`src/rtl/fss_pkg.sv`:
```
// Package: shared opcodes and types for the flash status controller.
// Assumes: opcodes are one byte, and the status layout is fixed by the host protocol.
package fss_pkg;
    localparam logic [7:0] OPC_WRITE_STAT = 8'h01;
    localparam logic [7:0] OPC_LATCH_CLR  = 8'h04;
    localparam logic [7:0] OPC_READ_STAT  = 8'h05;
    localparam logic [7:0] OPC_LATCH_SET  = 8'h06;

    // Status byte; the field order is visible to the host
    typedef struct packed {
        logic       lock;
        logic [1:0] rsvd;
        logic [2:0] level;
        logic       wel;
        logic       busy;
    } stat_t;

    // Summary of a finished chip-select frame
    typedef struct packed {
        logic [7:0] opc;
        logic [7:0] arg;
        logic [1:0] nbytes;   // whole bytes received, saturating at 3
        logic       aligned;  // no partial byte pending
    } frame_t;
endpackage

```
`src/rtl/fss_spi_port.sv`:
```
// Module: SPI mode-0 slave front end, oversampled by the system clock.
// Assumes: sck is at least 4 clk periods per phase; pins are asynchronous and
// synchronized here. It reports a frame summary when chip select rises.
module fss_spi_port
    import fss_pkg::*;
(
    input  logic       clk,
    input  logic       rst_n,
    input  logic       sck,
    input  logic       cs_n,
    input  logic       mosi,
    input  logic [7:0] stat_in,
    output logic       miso,
    output logic       miso_oe,
    output logic       frame_end,
    output frame_t     frame
);
    localparam int SYNC_N = 2;

    logic [SYNC_N-1:0] sck_s, cs_s, mosi_s;
    logic       sck_d, cs_d;
    logic       sck_rise, sck_fall, cs_rise, sel;
    logic [2:0] bitpos;
    logic [1:0] nbytes;
    logic [7:0] rx_sh, opc_q, arg_q, tx_sh;
    logic       miso_q;

    // Bring the pins into the clk domain and keep their last values
    always_ff @(posedge clk) begin
        if (!rst_n) begin
            sck_s  <= '0;
            cs_s   <= '1;
            mosi_s <= '0;
            sck_d  <= 1'b0;
            cs_d   <= 1'b1;
        end else begin
            sck_s  <= {sck_s[SYNC_N-2:0], sck};
            cs_s   <= {cs_s[SYNC_N-2:0], cs_n};
            mosi_s <= {mosi_s[SYNC_N-2:0], mosi};
            sck_d  <= sck_s[SYNC_N-1];
            cs_d   <= cs_s[SYNC_N-1];
        end
    end

    assign sel      = ~cs_s[SYNC_N-1];
    assign sck_rise = sck_s[SYNC_N-1] & ~sck_d;
    assign sck_fall = ~sck_s[SYNC_N-1] & sck_d;
    assign cs_rise  = cs_s[SYNC_N-1] & ~cs_d;

    // Shift in host bits on rising sck; capture the opcode and argument bytes
    always_ff @(posedge clk) begin
        if (!rst_n) begin
            bitpos <= '0;
            nbytes <= '0;
            rx_sh  <= '0;
            opc_q  <= '0;
            arg_q  <= '0;
        end else if (!sel) begin
            bitpos <= '0;
            nbytes <= '0;
            opc_q  <= '0;
        end else if (sck_rise) begin
            rx_sh  <= {rx_sh[6:0], mosi_s[SYNC_N-1]};
            bitpos <= bitpos + 3'd1;
            if (bitpos == 3'd7) begin
                if (nbytes == 2'd0) opc_q <= {rx_sh[6:0], mosi_s[SYNC_N-1]};
                if (nbytes == 2'd1) arg_q <= {rx_sh[6:0], mosi_s[SYNC_N-1]};
                if (nbytes != 2'd3) nbytes <= nbytes + 2'd1;
            end
        end
    end

    // Drive status bits on falling sck after a read opcode; reload at each byte boundary
    always_ff @(posedge clk) begin
        if (!rst_n) begin
            tx_sh  <= '0;
            miso_q <= 1'b0;
        end else if (!sel) begin
            miso_q <= 1'b0;
        end else if (sck_fall && nbytes != 2'd0 && opc_q == OPC_READ_STAT) begin
            if (bitpos == 3'd0) begin
                miso_q <= stat_in[7];
                tx_sh  <= {stat_in[6:0], 1'b0};
            end else begin
                miso_q <= tx_sh[7];
                tx_sh  <= {tx_sh[6:0], 1'b0};
            end
        end
    end

    assign miso        = miso_q;
    assign miso_oe     = sel;
    assign frame_end   = cs_rise;
    assign frame.opc     = opc_q;
    assign frame.arg     = arg_q;
    assign frame.nbytes  = nbytes;
    assign frame.aligned = (bitpos == 3'd0);

    // the bit position only moves on a sampled rising sck
    a_r12_bitpos_hold: assert property (@(posedge clk) disable iff (!rst_n)
        (sel && !sck_rise && !$fell(sel)) |=> $stable(bitpos));
endmodule

```
`src/rtl/fss_stat_core.sv`:
```
// Module: status register state. Holds the non-volatile lock and protect level,
// the write-enable latch and the status-write busy timer.
// Assumes: array_busy and wp_n_s are synchronous to clk; frame is valid while frame_end is high.
module fss_stat_core
    import fss_pkg::*;
#(
    parameter int WRSR_CYC = 64
) (
    input  logic   clk,
    input  logic   rst_n,
    input  logic   frame_end,
    input  frame_t frame,
    input  logic   wp_n_s,
    input  logic   array_busy,
    output stat_t  stat
);
    localparam int TW = $clog2(WRSR_CYC + 1);

    logic          lock_q  = 1'b0;
    logic [2:0]    level_q = 3'd0;
    logic          wel_q;
    logic          busy_d;
    logic [TW-1:0] timer_q;
    logic          wip, frozen, one_byte, two_byte;
    logic          do_set, do_clr, wr_hit, wr_take, wr_refuse;

    assign wip       = (timer_q != '0) | array_busy;
    assign frozen    = lock_q & ~wp_n_s;
    assign one_byte  = (frame.nbytes == 2'd1) & frame.aligned;
    assign two_byte  = (frame.nbytes == 2'd2) & frame.aligned;
    assign do_set    = frame_end & ~wip & one_byte & (frame.opc == OPC_LATCH_SET);
    assign do_clr    = frame_end & ~wip & one_byte & (frame.opc == OPC_LATCH_CLR);
    assign wr_hit    = frame_end & ~wip & two_byte & (frame.opc == OPC_WRITE_STAT) & wel_q;
    assign wr_take   = wr_hit & ~frozen;
    assign wr_refuse = wr_hit & frozen;

    // Non-volatile bits: no reset; loaded only by an accepted status write
    always_ff @(posedge clk) begin
        if (wr_take) begin
            lock_q  <= frame.arg[7];
            level_q <= frame.arg[4:2];
        end
    end

    // Count down the status-write cycle
    always_ff @(posedge clk) begin
        if (!rst_n)        timer_q <= '0;
        else if (wr_take)  timer_q <= TW'(WRSR_CYC);
        else if (timer_q != '0) timer_q <= timer_q - TW'(1);
    end

    // Track the array engine's busy line to see its completion
    always_ff @(posedge clk) begin
        if (!rst_n) busy_d <= 1'b0;
        else        busy_d <= array_busy;
    end

    // Write-enable latch: set, clear, or drop when an operation ends or is refused
    always_ff @(posedge clk) begin
        if (!rst_n)                        wel_q <= 1'b0;
        else if (do_set)                   wel_q <= 1'b1;
        else if (do_clr || wr_refuse)      wel_q <= 1'b0;
        else if (timer_q == TW'(1))        wel_q <= 1'b0;
        else if (busy_d && !array_busy)    wel_q <= 1'b0;
    end

    assign stat.lock  = lock_q;
    assign stat.rsvd  = 2'b00;
    assign stat.level = level_q;
    assign stat.wel   = wel_q;
    assign stat.busy  = wip;

    // the stored bits cannot change while the latch is clear
    a_r5_latch_guards: assert property (@(posedge clk) disable iff (!rst_n)
        !wel_q |=> $stable({lock_q, level_q}));
    // frozen mode keeps the stored bits
    a_r6_frozen_hold: assert property (@(posedge clk) disable iff (!rst_n)
        (lock_q && !wp_n_s) |=> $stable({lock_q, level_q}));
    // nothing is written while busy
    a_r7_busy_hold: assert property (@(posedge clk) disable iff (!rst_n)
        wip |=> $stable({lock_q, level_q}));
    // the latch is clear once the status-write cycle expires
    a_r4_latch_drop: assert property (@(posedge clk) disable iff (!rst_n)
        (timer_q == TW'(1)) |=> !wel_q);
    // completion of an array operation clears the latch
    a_r11_done_clears: assert property (@(posedge clk) disable iff (!rst_n)
        (busy_d && !array_busy && !frame_end) |=> !wel_q);
endmodule

```
`src/rtl/fss_guard.sv`:
```
// Module: protection gate. Turns the protect level into a covered top fraction of
// the address space and combines it with the latch and busy flags.
// Assumes: ADDR_W >= 7 so that the smallest fraction, 1/64, is at least one address.
module fss_guard #(
    parameter int ADDR_W = 21
) (
    input  logic [2:0]        level,
    input  logic              wel,
    input  logic              busy,
    input  logic [ADDR_W-1:0] addr,
    output logic              area_ok,
    output logic              bulk_ok
);
    logic [2:0]        span;
    logic [ADDR_W-1:0] top_mask;
    logic              covered;

    // Level k keeps the top (7-k) address bits; the address is covered if they are all ones
    always_comb begin
        span     = 3'd7 - level;
        top_mask = ~({ADDR_W{1'b1}} >> span);
        covered  = (level != 3'd0) && (&(addr | ~top_mask));
    end

    assign area_ok = wel & ~busy & ~covered;
    assign bulk_ok = wel & ~busy & (level == 3'd0);
endmodule

```
`src/rtl/flash_status_ctrl.sv`:
```
// Module: top level of the flash status and write-protection controller.
// Assumes: sck is slow against clk (at least 4 clk per phase); array_busy is synchronous to clk.
module flash_status_ctrl
    import fss_pkg::*;
#(
    parameter int ADDR_W   = 21,
    parameter int WRSR_CYC = 64
) (
    input  logic              clk,
    input  logic              rst_n,
    input  logic              sck,
    input  logic              cs_n,
    input  logic              mosi,
    output logic              miso,
    output logic              miso_oe,
    input  logic              wp_n,
    input  logic              array_busy,
    input  logic [ADDR_W-1:0] op_addr,
    output logic              area_wr_ok,
    output logic              bulk_erase_ok
);
    logic [1:0] wp_s;
    logic       frame_end;
    frame_t     frame;
    stat_t      stat;

    // Synchronize the write-protect pin
    always_ff @(posedge clk) begin
        if (!rst_n) wp_s <= 2'b11;
        else        wp_s <= {wp_s[0], wp_n};
    end

    fss_spi_port u_port (
        .clk       (clk),
        .rst_n     (rst_n),
        .sck       (sck),
        .cs_n      (cs_n),
        .mosi      (mosi),
        .stat_in   (stat),
        .miso      (miso),
        .miso_oe   (miso_oe),
        .frame_end (frame_end),
        .frame     (frame)
    );

    fss_stat_core #(.WRSR_CYC(WRSR_CYC)) u_core (
        .clk        (clk),
        .rst_n      (rst_n),
        .frame_end  (frame_end),
        .frame      (frame),
        .wp_n_s     (wp_s[1]),
        .array_busy (array_busy),
        .stat       (stat)
    );

    fss_guard #(.ADDR_W(ADDR_W)) u_guard (
        .level   (stat.level),
        .wel     (stat.wel),
        .busy    (stat.busy),
        .addr    (op_addr),
        .area_ok (area_wr_ok),
        .bulk_ok (bulk_erase_ok)
    );

    // a bulk erase is only allowed when every address may be written
    a_r10_bulk_needs_area: assert property (@(posedge clk) disable iff (!rst_n)
        bulk_erase_ok |-> area_wr_ok);
    // the output stays disabled while chip select is high
    a_r2_oe_idle: assert property (@(posedge clk) disable iff (!rst_n)
        ($past(cs_n) && cs_n && $past(cs_n, 2)) |-> !miso_oe);
endmodule

```
`config.mk`:
```
export PLATFORM = sky130hd
export DESIGN_NAME = flash_status_ctrl
export DESIGN_NICKNAME = d
export VERILOG_FILES = /design/src/rtl/fss_pkg.sv /design/src/rtl/fss_spi_port.sv /design/src/rtl/fss_stat_core.sv /design/src/rtl/fss_guard.sv /design/src/rtl/flash_status_ctrl.sv
export SDC_FILE = /design/constraint.sdc
export NUM_CORES = 1
export LEC_CHECK = 0
export ABC_AREA = 1
export BUFFER_PORTS_ARGS = -buffer_cell sky130_fd_sc_hd__buf_2
export CORE_ASPECT_RATIO = 1.1
export CORE_MARGIN = 2
export CORE_UTILIZATION = 57
export CTS_CLUSTER_DIAMETER = 80
export DETAILED_ROUTE_END_ITERATION = 10
export GPL_ROUTABILITY_DRIVEN = 0
export PLACE_DENSITY = 0.87
export SLEW_MARGIN = 20
export SYNTH_ARGS = -nofsm -noshare
export SYNTH_HDL_FRONTEND = slang
export SYNTH_SLANG_ARGS = --single-unit
```
`constraint.sdc`:
```
create_clock -name clk -period 2.8 [get_ports clk]
set_input_delay 0.28 -clock clk [delete_from_list [all_inputs] [get_ports clk]]
set_output_delay 0.28 -clock clk [all_outputs]
set_load 0.01 [all_outputs]
```
; ---- Word level (Yosys, flattened, before mapping)
; Cells that the tools add are included.
[word_totals]
word_cells = 94
register_bits = 60
output_inout_bits = 4
in_bits = 28
[op_classes]
muxes = 8
eq_ne = 9
bitwise = 31
shifts = 1
reduce_logical = 22
addsub = 4
[ops]
columns = op, count
row1 = inverter 21 bit, 2
row2 = == test 8 x 3 -> 1 bit (second input constant), 3
row3 = OR 21 bit, 1
row4 = AND reduction 21 bit, 1
row5 = >> shifter 21 x 3 -> 21 bit (first input constant), 1
row6 = AND 1 bit, 18
row7 = 2-to-1 mux 7 bit, 2
row8 = inverter 1 bit, 9
row9 = == test 8 x 1 -> 1 bit (second input constant), 1
row10 = 2-to-1 mux 8 bit, 1
row11 = == test 7 x 1 -> 1 bit (second input constant), 1
row12 = nonzero test 7 bit, 1
row13 = subtractor 7 x 1 -> 7 bit (second input constant), 1
row14 = zero test 3 bit, 2
row15 = AND reduction 3 bit, 2
row16 = 2-to-1 mux 1 bit, 5
row17 = logical AND 1 bit, 4
row18 = AND reduction 2 bit, 2
row19 = AND reduction 4 bit, 1
row20 = nonzero test 2 bit, 2
row21 = nonzero test 4 bit, 1
row22 = OR reduction 2 bit, 2
row23 = adder 3 x 1 -> 3 bit (second input constant), 1
row24 = == test 3 bit (second input constant), 1
row25 = other kinds (10), 10

; ---- Logic depth before layout (Yosys ltp)
; Gate-level depths: netlist of run 1.
[logic_depth]
word_depth = 11
mapped_depth = 9
depth_no_buf = 9

; ---- Modules after synthesis
; Synthesis of run 1 repeated with hierarchy kept, for this count alone.
[unflattened]
cells_unflattened = 361
hier_area_um2 = 2850.2
[by_module_without_submodules]
columns = mod, area_per_inst_um2, cells_each, n_inst, seq_area_each_um2
row1 = fss_spi_port, 1858.0, 231, 1, 880.8
row2 = fss_stat_core, 847.1, 103, 1, 300.3
row3 = fss_guard, 90.1, 21, 1, 0.0
row4 = flash_status_ctrl, 55.1, 6, 1, 40.0

; ---- Worst setup path after synthesis of run 1
; No wires, ideal clock.
[synth_timing]
path_kind = reg2reg
from = register u_port.bitpos[0]
to = register u_core.level_q[0] (enable)
arrival_time_ps = 1258
setup_ps = 304
required_time_ps = 2496
setup_slack_ps = 1238
stages_incl_launch_ff = 9
path_buffers = 0
period_less_slack_ps = 1562
cell_sequence = dfxtp_1 > inv_1 > ha_1 > nand2_2 > inv_1 > nand3_1 > nor2_1 > nand3b_4 > inv_1
[synth_via]
elab_chain_len = 6
[synth_lines]
columns = element, line
row1 = start: declaration, fss_spi_port.sv:23  ; logic [2:0] bitpos;
row2 = start signal: assignment, fss_spi_port.sv:64  ; bitpos <= bitpos + 3'd1;
row3 = zero test 3 bit, fss_spi_port.sv:97  ; assign frame.aligned = (bitpos == 3'd0);
row4 = AND 1 bit, fss_stat_core.sv:30  ; assign two_byte = (frame.nbytes == 2'd2) & frame.aligned;
row5 = AND 1 bit (3 in series), fss_stat_core.sv:33  ; assign wr_hit = frame_end & ~wip & two_byte & (frame.opc == OPC_WRITE_STAT) & wel_q;
row6 = AND 1 bit, fss_stat_core.sv:34  ; assign wr_take = wr_hit & ~frozen;
row7 = named net u_core.wr_take, fss_stat_core.sv:25  ; logic do_set, do_clr, wr_hit, wr_take, wr_refuse;
row8 = end signal: assignment, fss_stat_core.sv:41  ; level_q <= frame.arg[4:2];
row9 = end: declaration, fss_stat_core.sv:20  ; logic [2:0] level_q = 3'd0;
; The timed path passes the listed nets, and every way through them passes these cells.
; A chain may end at the register's enable or synchronous reset.

; ---- Worst setup path after layout of run 1
[layout_timing]
from = register u_core.timer_q[0]
to = output port area_wr_ok
[layout_via]
elab_chain_len = 5
[layout_lines]
columns = element, line
row1 = start: declaration, fss_stat_core.sv:23  ; logic [TW-1:0] timer_q;
row2 = start signal: assignment, fss_stat_core.sv:48  ; else if (wr_take) timer_q <= TW'(WRSR_CYC);
row3 = start signal: assignment, fss_stat_core.sv:49  ; else if (timer_q != '0) timer_q <= timer_q - TW'(1);
row4 = nonzero test 7 bit, fss_stat_core.sv:27  ; assign wip = (timer_q != '0) | array_busy;
row5 = OR 1 bit, fss_stat_core.sv:27
row6 = inverter 1 bit, fss_guard.sv:25  ; assign area_ok = wel & ~busy & ~covered;
row7 = AND 1 bit (2 in series), fss_guard.sv:25
row8 = end: declaration, flash_status_ctrl.sv:19  ; output logic area_wr_ok,
; No other way between the ends.

==> results of run 1 <==
[through the flow]
step	total power, mW	hold slack [ps]
6_report	1.70	142
5_1_grt	1.80	150
4_1_cts	1.71	142
3_5_place_dp	1.28	404
2_1_floorplan	1.21	373
3_3_place_gp	1.26	398
[critical path: cells and delay by family (launching register included)]
family          cells  cell delay, ps
compound gates      1             130
fa+ha+maj           1             220
buf+inv             2             260
flops               1             350
simple gates        3             400
[Yosys cell counts]
library cell and number:
buf_2 1, a31oi_1 1, dfxtp_1 51, inv_1 42
xor2_1 3, nand2_4 4, nand2_2 2, o21a_1 1
nor2_8 1, nor3_1 3, nand4_1 2, o21ai_0 36
edfxtp_1 4, nand2_1 34, nor2_2 3, nor2_4 5
a211oi_1 1, nand3b_1 2, ha_1 10, nor2_1 23
or2_2 4, o211a_1 1, nor3b_1 1, clkinv_1 1
a21oi_1 35, nand3_1 9, inv_2 4, o211ai_1 1
clkbuf_1 2, nand3b_4 1
[how the worst max path moves through the flow]
stage	endpoint	from	slack (ps)
after floorplan	u_core.level_q[0]	u_port.bitpos[0]	1240
after global placement	u_core.level_q[1]	u_port.bitpos[0]	1060
after detailed placement	u_core.level_q[0]	u_port.bitpos[0]	1000
after CTS	area_wr_ok	u_core.timer_q[0]	840
after global routing	area_wr_ok	u_core.timer_q[0]	750
final	area_wr_ok	u_core.timer_q[0]	850
[logic make-up (layout without fill, tap and decap cells)]
group | after synthesis | after routing | synth area share [%]
adders and majority gates | 10 | 10 | 5.25
AOI/OAI and AO/OA | 76 | 76 | 16.5
xor gates and xnor gates | 3 | 3 | 1.10
DFF | 55 | 55 | 47.9
buffers and inverters | 50 | 71 | 7.93
and+or+nand+nor | 94 | 94 | 21.3
[cells in the final DEF (no fill, tap or decap), drive strengths merged]
cell and n:
dfxtp 51, inv 47, nand2 40, o21ai 36, a21oi 35, nor2 32
buf 16, ha 10, nand3 9, clkbuf 5, or2 4, edfxtp 4
xor2 3, nor3 3, nand3b 3, clkinv 3, nand4 2, o211ai 1
o211a 1, o21a 1, nor3b 1, a31oi 1, a211oi 1
[registers in the layout, summed over array words and instances, names as in the netlist]
register and flops:
u_port.mosi_s 2, wp_s 2, u_port.miso 1, u_core.wel_q 1
u_port.cs_s 2, u_port.arg_q 4, u_port.opc_q 8, u_port.tx_sh 7
u_port.sck_d 1, u_port.bitpos 3, u_core.busy_d 1, u_port.rx_sh 7
u_core.timer_q 7, u_port.sck_s 2, u_core.lock_q 1, u_port.cs_d 1
u_port.nbytes 2, u_core.level_q 3
[routing by layer]
layer	GRT usage, %	routed length, µm	vias to the layer above
met5	0	0	-
met3	5.18	116	11
li1	-	-	972
met4	9.95	115	0
met1	20.9	1820	856
met2	33.7	2130	29
[where the power goes]
part,switching (mW),internal [mW],total (mW)
clock,0.262,0.180,0.441
sequential,0.0394,0.837,0.876
combinational,0.232,0.150,0.382
total,0.533,1.17,1.70
[cell type report]
type | count | area share [%]
inverters | 47 | 6.77
repair buffers | 16 | 3.07
flip-flops and latches | 55 | 43.8
clock buffers | 5 | 2.64
multi-input cells | 183 | 40.4
well taps | 52 | 2.50
clock inverters | 3 | 0.864
==> flow_summary.yaml, run 1 <==
outcome:
  outcome: "finished, final reports clean"
clock_network:
  tritoncts: "done"
  htree_levels: 2
  postCtsSetupBuffers: 0
  worstSkewPairLatency_ps: 320
  cts_resized: 0
  clkSinkCount: 55
  path_clk_slew_ps: 100
  postCtsHoldBufs: 0
  cts-root-buf: "clkbuf_8"
  cts_buffer_depth: 2
  cts_made_buffers: 5
floorplanning:
  num_rows: 24
  die_h_um: 71.8
  die_area_um2: 4710
  core_area_um2: 3990
  num_io_pins: 32
  fp.dieW_um: 65.6
  initial_utilization_pct: 59.6
drt:
  wl_mm: 4.18
  first_pass_iters: 4
  drc_errors: 0
  wire_per_inst_um: 11.6
  vias: 1868
  drt_first_iter_violations: 99
  ant_nets: 0
  vias_per_cell: 5.17
worst_setup_path:
  path_class: "reg -> out"
  worstSetupEndpointType: "output port"
  reg2reg_depth: 8
  cp_slowest_stage_delay_ps: 350
  cp_cell_sequence: "inv_1 -> ha_1 -> nand2_4 -> nor2_8 -> nand3_1 -> a21oi_1 -> buf_2"
  r2r-end: "u_core.level_q[0]"
  r2r-start: "u_port.bitpos[0]"
  cp_slowest_cell: "dfxtp_1"
  cp.arrival_ps: 1670
  start_kind: "flop"
  regToRegSetupSlack_ps: 1020
  worstPathRequired_ps: 2520
  path_max_fanout: 10
finish:
  diodes: 0
  syn_to_final_growth_pct: 9.40
  layout.area.seq_um2: 1140
  multi_input_area_um2: 1050
  finish.utilization_pct: 65.3
  stdcell_count: 361
  n_fill_cell: 334
  drive_gt1_share_pct: 15.5
  finalNetCount: 346
  fin_area_um2: 2610
sta:
  setup_tns_ps: 0
  rsz0062_at_grt: "no"
  hold_violations: 0
  tightest_slew_ps: 458
  fin_ws_ps: 850
  max_freq_ghz: 0.513
  fin_crit_ps: 1950
  fin_crit_sh_pct: 69.7
  slew_viol_final: 0
  skew_ps: 14.6
  timing.slew.headroom_pct: 69.5
  setup_viol: 0
synthesis:
  ys_top_cells_by_area: "dfxtp_1 43%, o21ai_0 7.6%, a21oi_1 7.4%"
  ys_seq_area_share_pct: 47.9
  syn-cell-area_um2: 2380
  syn_nets: 326
  yosys_warnings: 0
  synth_cell_types: 30
  yosys_register_bits: 55
  netlist.area_leader.share_pct: 42.9
  synth_area_leader_cell: "dfxtp_1"
  syn_inst: 288
  syn_area_per_cell_um2: 8.27
global_routing:
  antenna_found_initial: 0
  grt_usage_pct: 19.2
  grt_pass1_vias: 1680
  grt_pass1_wl_mm: 6.96
  grt_max_degree: 25
  grt_overflow_total: 0
worst_hold_path:
  min-delay-start: "mosi"
  hold_depth: 3
  hold_path.class: "in -> reg"
  hold_end: "u_port.mosi_s[0]"
placement:
  placed_cells: 353
  placedInstanceArea_um2: 2510
  dp_hpwl_mm: 3.08
  numPortBuffers: 16
  place_ws_ps: 1000
power:
  p_leak_nw: 1.13
  ir_worst_vdd_uv: 449
  power-per-cell-area_nw_per_um2: 652
job:
  cap_violations: 0
Power figures use the tool's default switching activity.
==> run 2: changes to the inputs <==
- CORE_UTILIZATION: 57 -> 51
- PLACE_DENSITY: 0.87 -> 0.83
- clock period: 2.8 -> 1.61 ns (I/O delays scaled with it)
==> run 2 against run 1 <==
  * Clock skew shrank 1.7 ps
  * Routed wire length grew 15%
  * Largest power group unchanged
  * Combinational power grew 140%
==> flow_summary.yaml, run 2 (same netlist as run 1, synthesis figures left out) <==
worst_setup_path:
  worstPathRequired_ps: 1450
  start_kind: "flop"
  cp.arrival_ps: 1380
  path_class: "reg -> out"
  r2r-end: "u_port.tx_sh[4]"
  reg2reg_depth: 9
  regToRegSetupSlack_ps: 100
  r2r-start: "u_port.nbytes[1]"
  worstSetupEndpointType: "output port"
  path_max_fanout: 2
global_routing:
  grt_usage_pct: 19.3
  grt_pass1_vias: 1867
  grt_overflow_total: 0
  grt_max_degree: 24
  grt_pass1_wl_mm: 7.87
  antenna_found_initial: 0
floorplanning:
  die_h_um: 75.7
  num_io_pins: 32
  die_area_um2: 5230
  core_area_um2: 4590
  fp.dieW_um: 69.2
  num_rows: 26
  initial_utilization_pct: 51.9
sta:
  slew_viol_final: 0
  hold_violations: 0
  skew_ps: 12.9
  tightest_slew_ps: 482
  fin_crit_ps: 1540
  max_freq_ghz: 0.649
  fin_ws_ps: 68.6
  fin_crit_sh_pct: 95.7
  timing.slew.headroom_pct: 67.9
  rsz0062_at_grt: "yes"
  setup_viol: 0
  setup_tns_ps: 0
drt:
  wl_mm: 4.81
  ant_nets: 0
  vias_per_cell: 5.12
  drt_first_iter_violations: 89
  drc_errors: 0
  wire_per_inst_um: 12.5
  vias: 1972
  first_pass_iters: 4
placement:
  place_ws_ps: 8.60
  placed_cells: 367
  dp_hpwl_mm: 3.29
  numPortBuffers: 16
power:
  switchingPower_uw: 990
  p_leak_nw: 1.22
  ir_worst_vdd_uv: 507
  switching_share_pct: 31.0
  seqPwrFrac_pct: 47.8
  power-per-cell-area_nw_per_um2: 1130
  p_int_mw: 2.21
  p_comb_share_pct: 29.2
  pwr-share-clk_pct: 23.0
worst_hold_path:
  hold_depth: 3
  min-delay-start: "mosi"
  hold_path.class: "in -> reg"
  hold_end: "u_port.mosi_s[0]"
clock_network:
  cts_made_buffers: 5
  path_clk_slew_ps: 100
  htree_levels: 2
  tritoncts: "done"
  cts-root-buf: "clkbuf_8"
  clkSinkCount: 55
  cts_buffer_depth: 2
  worstSkewPairLatency_ps: 310
finish:
  stdcell_count: 385
  syn_to_final_growth_pct: 18.4
  layout_commonest_cell: "dfxtp_1"
  drive_gt1_share_pct: 26.4
  diodes: 0
  final_cell_mix: "46 x dfxtp_1, 34 x inv_1, 34 x a21oi_1"
  finalNetCount: 366
  largest_register_ffs: 8
  top_register: "u_port.opc_q"
job:
  cap_violations: 0
outcome:
  outcome: "finished, final reports clean"
## run 2: cell types whose count changed in the layout (fill, tap and decap cells not counted), moves of 2 or more
cell     before  now
dfxtp_2       0    5
inv_2         4   12
nand3_1       9    7
o21ai_0      36   31
inv_1        42   34
ha_1         10    8
buf_4         0   17
dfxtp_1      51   46
o21ai_1       0    5
## run 2: power by group through the flow
stage	sequential, mW	clock (mW)	combinational (mW)
3_3_place_gp	1.55	0	0.698
2_1_floorplan	1.54	0	0.564
6_report	1.53	0.735	0.932
4_1_cts	1.53	0.752	0.857
5_1_grt	1.54	0.808	1.06
3_5_place_dp	1.56	0	0.731
## run 2: timing repair
item,in CTS,in global routing
setup buffers,2,7
setup endpoints to repair,3,23
pin swaps,2,7
gates cloned,0,1
hold buffers,0,0
resized for setup,10,19
## run 2: stage by stage
step	utilization [%]	hold slack, ps	area (µm²)	total power [mW]
6_report	61.5	26.9	2820	3.20
2_1_floorplan	-	254	2380	2.11
5_1_grt	61.5	20.6	2820	3.41
3_5_place_dp	56.6	347	2590	2.29
4_1_cts	59.5	23.2	2730	3.14
3_3_place_gp	56.6	345	2590	2.25
## run 2: critical path, stage by stage (launching register included)
cell	delay, ps
dfxtp_1	350
nor2_4	150
nand2_4	90
nor2_8	140
nand3_4	80
a21oi_2	110
buf_2	140
## run 2: area by class of cell
cell class              instances  area (µm²)
clock buffers                   6        72.6
repair inverters                1        5.00
clock inverters                 2        12.5
well taps                      56        70.1
multi-input cells             183        1090
inverters                      47         180
repair buffers                 35         239
flip-flops and latches         55        1150
fillers                       386        1770
## run 2: worst max path at each step
stage	from	end	slack [ps]
2_1_floorplan	u_port.bitpos[0]	u_core.level_q[0]	50
3_3_place_gp	u_port.nbytes[0]	u_core.level_q[1]	70
3_5_place_dp	u_port.nbytes[1]	u_port.tx_sh[5]	9
4_1_cts	u_port.nbytes[1]	u_port.tx_sh[2]	1
5_1_grt	u_port.nbytes[1]	u_port.tx_sh[4]	0.8
6_report	u_core.timer_q[5]	area_wr_ok	70
## run 2: metal layers
layer	GRT usage [%]	part of all wire (%)	up-vias
met3	4.23	3.1	15
met1	19.9	41	910
met2	37.8	53	34
li1	-	-	1013
met5	0	0	-
met4	9.15	2.7	0
